==> src/rtl/cnt_pkg.sv <==
package cnt_pkg;
  typedef enum logic [1:0] {
    CM_FREE  = 2'd0,
    CM_LOAD  = 2'd1,
    CM_CLEAR = 2'd2
  } cnt_mode_e;

  localparam int MOD_LOAD_START = 5;
  localparam int MOD_CLEAR_TERM = 10;
endpackage

==> src/rtl/cnt_stage.sv <==
module cnt_stage #(
  parameter int W = 4
) (
  input  logic         clk,
  input  logic         rst,
  input  logic         clr,
  input  logic         ld,
  input  logic         enp,
  input  logic         ent,
  input  logic [W-1:0] d,
  output logic [W-1:0] q,
  output logic         rco
);
  localparam logic [W-1:0] MAXV = {W{1'b1}};

  logic [W-1:0] q_r;

  always_ff @(posedge clk) begin
    if (rst || clr)      q_r <= '0;
    else if (ld)         q_r <= d;
    else if (enp && ent) q_r <= q_r + 1'b1;
  end

  assign q   = q_r;
  assign rco = ent && (q_r == MAXV);

  assert_clear_R1: assert property (@(posedge clk) disable iff (rst)
    clr |=> q == '0);
  assert_load_R2: assert property (@(posedge clk) disable iff (rst)
    (!clr && ld) |=> q == $past(d));
  assert_count_R3: assert property (@(posedge clk) disable iff (rst)
    (!clr && !ld && enp && ent) |=> q == W'($past(q) + 1'b1));
  assert_hold_R3: assert property (@(posedge clk) disable iff (rst)
    (!clr && !ld && !(enp && ent)) |=> $stable(q));
  assert_carry_R4: assert property (@(posedge clk) disable iff (rst)
    rco |-> (ent && !$isunknown(q)));
endmodule

==> src/rtl/cnt_decode.sv <==
module cnt_decode #(
  parameter int W = 4
) (
  input  logic              clk,
  input  logic              rst,
  input  logic [W-1:0]      val,
  output logic [(1<<W)-1:0] dec
);
  localparam int DW = 1 << W;

  logic [DW-1:0] dec_r;

  always_ff @(posedge clk) begin
    if (rst) dec_r <= '0;
    else     dec_r <= DW'(1) << val;
  end

  assign dec = dec_r;

  assert_dec_onehot_R9: assert property (@(posedge clk) disable iff (rst)
    !$past(rst) |-> $onehot(dec));
  assert_dec_lag_R9: assert property (@(posedge clk) disable iff (rst)
    !$past(rst) |-> dec[$past(val)]);
endmodule

==> src/rtl/casc_counter.sv <==
module casc_counter
  import cnt_pkg::*;
#(
  parameter int        STAGES    = 2,
  parameter int        NIB_W     = 4,
  parameter cnt_mode_e MODE      = CM_FREE,
  parameter bit        DECODE_EN = 1'b1
) (
  input  logic                      clk,
  input  logic                      rst,
  input  logic                      clr,
  input  logic                      ld,
  input  logic                      enp,
  input  logic                      ent,
  input  logic [STAGES*NIB_W-1:0]   din,
  output logic [STAGES*NIB_W-1:0]   q,
  output logic                      rco,
  output logic [(1<<NIB_W)-1:0]     dec
);
  localparam int             TOT_W     = STAGES * NIB_W;
  localparam logic [NIB_W-1:0] ALL_ONES  = {NIB_W{1'b1}};
  localparam logic [NIB_W-1:0] LD_START  = NIB_W'(MOD_LOAD_START);
  localparam logic [NIB_W-1:0] CLR_TERM  = NIB_W'(MOD_CLEAR_TERM);

  logic [STAGES:0] carry;
  logic [STAGES-1:0] st_rco;
  logic [NIB_W-1:0] q_lo;
  logic fb_ld, fb_clr;
  logic [NIB_W-1:0] d_lo;

  assign carry[0] = ent;
  assign q_lo     = q[NIB_W-1:0];

  generate
    if (MODE == CM_LOAD) begin : g_fb_load
      assign fb_ld  = enp && ent && (q_lo == ALL_ONES);
      assign fb_clr = 1'b0;
    end else if (MODE == CM_CLEAR) begin : g_fb_clear
      assign fb_ld  = 1'b0;
      assign fb_clr = enp && ent && !ld && (q_lo == CLR_TERM);
    end else begin : g_fb_none
      assign fb_ld  = 1'b0;
      assign fb_clr = 1'b0;
    end
  endgenerate

  assign d_lo = ld ? din[NIB_W-1:0] : LD_START;

  genvar i;
  generate
    for (i = 0; i < STAGES; i++) begin : g_stage
      if (i == 0) begin : g_low
        cnt_stage #(.W(NIB_W)) u_stage (
          .clk (clk),
          .rst (rst),
          .clr (clr || fb_clr),
          .ld  (ld || fb_ld),
          .enp (enp),
          .ent (carry[0]),
          .d   (d_lo),
          .q   (q[NIB_W-1:0]),
          .rco (st_rco[0])
        );
        if (MODE == CM_CLEAR) begin : g_term10
          assign carry[1] = carry[0] && (q_lo == CLR_TERM);
        end else begin : g_term15
          assign carry[1] = st_rco[0];
        end
      end else begin : g_high
        cnt_stage #(.W(NIB_W)) u_stage (
          .clk (clk),
          .rst (rst),
          .clr (clr),
          .ld  (ld),
          .enp (enp),
          .ent (carry[i]),
          .d   (din[i*NIB_W +: NIB_W]),
          .q   (q[i*NIB_W +: NIB_W]),
          .rco (st_rco[i])
        );
        assign carry[i+1] = st_rco[i];
      end
    end
  endgenerate

  assign rco = carry[STAGES];

  generate
    if (DECODE_EN) begin : g_dec
      cnt_decode #(.W(NIB_W)) u_dec (
        .clk (clk),
        .rst (rst),
        .val (q_lo),
        .dec (dec)
      );
    end else begin : g_nodec
      assign dec = '0;
    end
  endgenerate

  assert_rco_ent_R5: assert property (@(posedge clk) disable iff (rst)
    rco |-> ent);

  generate
    if (MODE == CM_FREE) begin : g_chk_free
      assert_wrap_R6: assert property (@(posedge clk) disable iff (rst)
        (!clr && !ld && enp && ent && q == {TOT_W{1'b1}}) |=> q == '0);
    end
    if (MODE == CM_LOAD) begin : g_chk_load
      assert_reload_R7: assert property (@(posedge clk) disable iff (rst)
        (!clr && !ld && enp && ent && q_lo == ALL_ONES) |=> q_lo == LD_START);
    end
    if (MODE == CM_CLEAR) begin : g_chk_clear
      assert_modclr_R8: assert property (@(posedge clk) disable iff (rst)
        (!clr && !ld && enp && ent && q_lo == CLR_TERM) |=> q_lo == '0);
    end
  endgenerate
endmodule

==> config.mk <==
export PLATFORM = sky130hd
export DESIGN_NAME = casc_counter
export DESIGN_NICKNAME = d
export VERILOG_FILES = /design/src/rtl/cnt_pkg.sv /design/src/rtl/cnt_stage.sv /design/src/rtl/cnt_decode.sv /design/src/rtl/casc_counter.sv
export SDC_FILE = /design/constraint.sdc
export NUM_CORES = 1
export LEC_CHECK = 0
export BUFFER_PORTS_ARGS = -buffer_cell sky130_fd_sc_hd__buf_2
export CAP_MARGIN = 0
export CORE_AREA = 5 5 52 54
export CTS_CLUSTER_DIAMETER = 150
export DETAILED_ROUTE_END_ITERATION = 10
export DIE_AREA = 0 0 57 59
export GPL_ROUTABILITY_DRIVEN = 0
export GPL_TIMING_DRIVEN = 0
export PLACE_DENSITY = 0.74
export SYNTH_ARGS = -nofsm -noshare
export SYNTH_HDL_FRONTEND = slang
export SYNTH_HIERARCHICAL = 1
export SYNTH_SLANG_ARGS = --single-unit
==> constraint.sdc <==
create_clock -name clk -period 4.4 [get_ports clk]
set_input_delay 0.66 -clock clk [delete_from_list [all_inputs] [get_ports clk]]
set_output_delay 0.66 -clock clk [all_outputs]
set_load 0.005 [all_outputs]
After elaboration in Yosys (flattened, before gate mapping):

Index checks and enable logic that the tools add are counted.

* add/sub/neg operators: 2
* equality and inequality tests: 2
* shift-type cells: 1
* muxes and demuxes: 4
* reduce and logical (&&, ||, !) cells: 7

Operator list (count)
* $mux W4: 4
* $shl A1 B4 Y16 const A: 1
* $add A4 B1 Y4 const B: 2
* $eq A4 B4 Y1 const B: 2
* $logic_and A1 B1 Y1: 4
* $reduce_bool A2 Y1: 2
* $logic_or A1 B1 Y1: 1

* register bits: 24
* bits of input ports: 14
* output and inout port bits: 25
* word-level logic and storage cells: 19

Depth between registers and ports, before layout:

* depth after elaboration: 5
* mapped depth: 5

Modules after synthesis:

Netlist, hierarchy kept.

Modules (own cells, without submodules)
* cnt_stage: instances 2, cells each 24, area each 222.7 sq um, sequential area each 80.1 sq um
* cnt_decode: instances 1, cells each 39, area each 432.9 sq um, sequential area each 320.3 sq um
* casc_counter: instances 1, cells each 4, area each 25.0 sq um, sequential area each 0.0 sq um

Worst setup path before layout:

No wires, ideal clock.

* path type: register to output
* start point: register g_stage[0].g_low.u_stage.q_r[0]
* end point: output port rco
* arrival: 1.159 ns
* required time: 3.740 ns
* path slack: 2.581 ns
* stages on the path, launching flop included: 4
* path buffers: 0
* cell sequence: dfxtp_1 > ha_1 > and4_2 > and4_2

* longest elaborated chain between the ends: 3

RTL lines
* start, declared: RTL line cnt_stage.sv:16 `logic [W-1:0] q_r;`
* start signal, assigned: RTL line cnt_stage.sv:21 `else if (enp && ent) q_r <= q_r + 1'b1;`
* $eq A4 B4 Y1: RTL line cnt_stage.sv:25 `assign rco = ent && (q_r == MAXV);`
* $logic_and A1 B1 Y1: RTL line cnt_stage.sv:25
* named net carry[1]: RTL line casc_counter.sv:25 `logic [STAGES:0] carry;`
* $logic_and A1 B1 Y1: RTL line cnt_stage.sv:25
* end, declared: RTL line casc_counter.sv:17 `output logic rco,`

The timed path passes the listed nets, and every way through them passes these cells.

Final worst setup path:

Same ends and word-level chain as after synthesis.

==> impl_metrics.yaml <==
run_status:
  status: "completed"
routing:
  drtIter0Drc: 10
  drc: 0
  routed_wirelength_um: 1920
  first_pass_iters: 4
  routedWlPerCell_um: 11.9
  ant_nets: 0
  routed-via-count: 796
  vias_per_cell: 4.94
final_layout:
  drive_above_1_share_pct: 39.1
  nets: 150
  antennaDiodeCount: 0
  final_core_util_pct: 53.7
  area_delta_synth_final_pct: 28.9
  fin_area_mm2: 0.00116
timing:
  setup_viol_count_final: 0
  finalSetupTns_ps: 0
  worst_slew_pin_slew_ps: 374
  rsz0062_at_grt: "false"
  finalHoldViolCount: 0
  fin_crit_sh_pct: 53.6
  post-route-min-period_ps: 2360
  slew_viol_final: 0
  timing.fmax_mhz: 424
  skew_ps: 1.01
  slew_headroom_pct: 75.0
clock_network:
  htreeDepth: 1
  clock_latency_ps: 300
  cts-hold-fix-buffers: 0
  numCtsBuffers: 3
  clkSlewWorstSetupHoldPaths_ps: 130
  cts_setup_buffers: 0
  cts_resized: 0
  cts_tree: "yes"
  clock-sinks: 24
  clock-root-buffer: "clkbuf_4"
  max-clock-path-buffers: 2
placement:
  numPortBuffers: 38
  dpl.hpwl_um: 1530
  placed_area_mm2: 0.00113
setup_path:
  crit_slowest_cell: "dfxtp_1"
  cp_cell_sequence: "ha_1 > and4_2 > and4_2 > buf_2"
  crit_arrival_ps: 1700
  crit_type: "reg2out"
  path_max_fanout: 11
  ff2ff_path_depth: 5
  rrSetupSlack_ps: 2650
  cp_num_buf_inv: 1
  crit_top_cell: "and4_2"
  cp.depth: 4
  path_delay_family: "flip-flops"
  cp.required_ps: 3740
  cp-startpoint: "g_stage[0].g_low.u_stage/q[0]$_SDFFE_PP0P_"
  cp-endpoint: "rco"
  critPathCaptureType: "primary output"
  r2r_start: "g_stage[0].g_low.u_stage/q[0]$_SDFFE_PP0P_"
  start_kind: "flop"
  r2r_end: "g_stage[1].g_high.u_stage/q[0]$_SDFFE_PP0P_"
  slowest_delay_ps: 570
yosys:
  ys_ff_latch: 24
  yosys.area.top_type: "dfxtp_1"
  syn_inst: 91
  async_reset_ff_share_pct: 0
  synth_top_area_share_pct: 53.2
  synth_warnings: 6
  syn_nets: 107
  ys_dominant_reg_cell: "dfxtp_1"
  yosys-top-cells-count: "dfxtp_1, nor2_1, o21ai_0"
  syn_area_per_cell_um2: 9.93
  synth_area_leaders: "dfxtp_1, nor2_1, xor2_1, o21ai_0, a2111oi_2"
  synth_edf_count: 0
  synth.most_common_cell: "dfxtp_1"
  synth_cell_types: 22
  synth_seq_area_share_pct: 53.2
  netlist_area_um2: 903
pwr:
  cell_internal_pwr_mw: 0.289
  p_per_area_mw_per_mm2: 321
  peakVddDrop_v: 0.000177
  clkPwrFrac_pct: 30.1
  power.share.switching_pct: 22.8
  switchingPower_mw: 0.0853
  seq_power_share_pct: 61.1
  pwr-share-comb_pct: 8.8
  leakagePower_nw: 0.564
global_routing:
  grt-ovfl-total: 0
  antenna_found_initial: 0
  grt_max_degree: 14
  grt.total_usage_pct: 11.4
  grt_pass1_vias: 722
  grt_pass1_wl_um: 3060
floorplan:
  row_count: 17
  die_x_um: 57
  core_mm2: 0.00217
  dieArea_mm2: 0.00336
  initial_core_util_pct: 41.6
  pin_count: 39
  die_h_um: 59
job:
  drv_cap: 0
min_path:
  hp-class: "reg2reg"
## layer usage
metal,global-route usage [%],vias to the layer above,routed length (um)
li1,-,407,-
met1,13.1,357,810
met2,20.4,30,930
met3,3.05,2,166
met4,3.97,0,14
met5,0,-,0
## worst min-delay path by stage
| stage | from | end | slack, ps | depth (start not counted) |
|---|---|---|---|---|
| global route | clr | g_stage[1].g_high.u_stage/q[0]$_SDFFE_PP0P_ | 560 | 2 |
| CTS | g_stage[1].g_high.u_stage/q[3]$_SDFFE_PP0P_ | g_stage[1].g_high.u_stage/q[3]$_SDFFE_PP0P_ | 540 | 2 |
| global placement | g_stage[1].g_high.u_stage/q[3]$_SDFFE_PP0P_ | g_stage[1].g_high.u_stage/q[3]$_SDFFE_PP0P_ | 510 | 2 |
| floorplan | g_stage[1].g_high.u_stage/q[3]$_SDFFE_PP0P_ | g_stage[1].g_high.u_stage/q[3]$_SDFFE_PP0P_ | 500 | 2 |
| detailed placement | g_stage[1].g_high.u_stage/q[3]$_SDFFE_PP0P_ | g_stage[1].g_high.u_stage/q[3]$_SDFFE_PP0P_ | 520 | 2 |
| finish | g_stage[1].g_high.u_stage/q[3]$_SDFFE_PP0P_ | g_stage[1].g_high.u_stage/q[3]$_SDFFE_PP0P_ | 540 | 2 |
## registers in the layout (all words and copies together) (netlist names)
name	cells
g_dec.u_dec/dec	16
g_stage.g_low.u_stage/q	4
g_stage.g_high.u_stage/q	4
## area by class of cell
class,count,area (um^2)
inverter,2,7.51
clock buffer,4,36.3
tap,28,35.0
fill,219,1000
sequential,24,480
timing repair buffer,38,190
multi-input combinational,65,415
## metrics by stage
stage | instances | setup WS [ps] | power [mW] | hold slack (ps)
final | 161 | 2040 | 0.374 | 536
after global routing | 161 | 1930 | 0.392 | 559
after CTS | 161 | 2030 | 0.377 | 537
after detailed placement | 157 | 2340 | 0.267 | 516
after global placement | 157 | 2340 | 0.265 | 506
after floorplan | 91 | 2580 | 0.249 | 500
## cell usage in the layout, fill, tap and decap left out, drive strengths merged, types with 3 or more instances in the layout
master,n
or3,3
buf,38
nand3,4
xor2,4
nor3,4
nand2b,4
nor2,16
nand2,3
dfxtp,24
clkbuf,4
o21ai,6
## power by group through the flow
stage	clock network [mW]	logic (mW)	registers (mW)
after floorplan	0	0.0155	0.233
after global placement	0	0.0321	0.233
after detailed placement	0	0.0332	0.234
after CTS	0.115	0.0333	0.229
after global routing	0.125	0.0369	0.230
final	0.113	0.0328	0.229
## worst register-to-register path, cell delays in order (launching register included)
cell,delay [ps]
dfxtp_1,570
ha_1,230
and4_2,270
nand2_2,90
xor2_1,160
a2111oi_2,340
## kinds of logic after synthesis
kind of cell | share of synthesized area, %
AOI/OAI and AO/OA | 13.6
xor gates and xnor gates | 3.88
buffers and inverters | 0.831
adders and majority gates | 2.77
DFF | 53.2
and+or+nand+nor | 25.8
(Power assumes the default switching activity.)
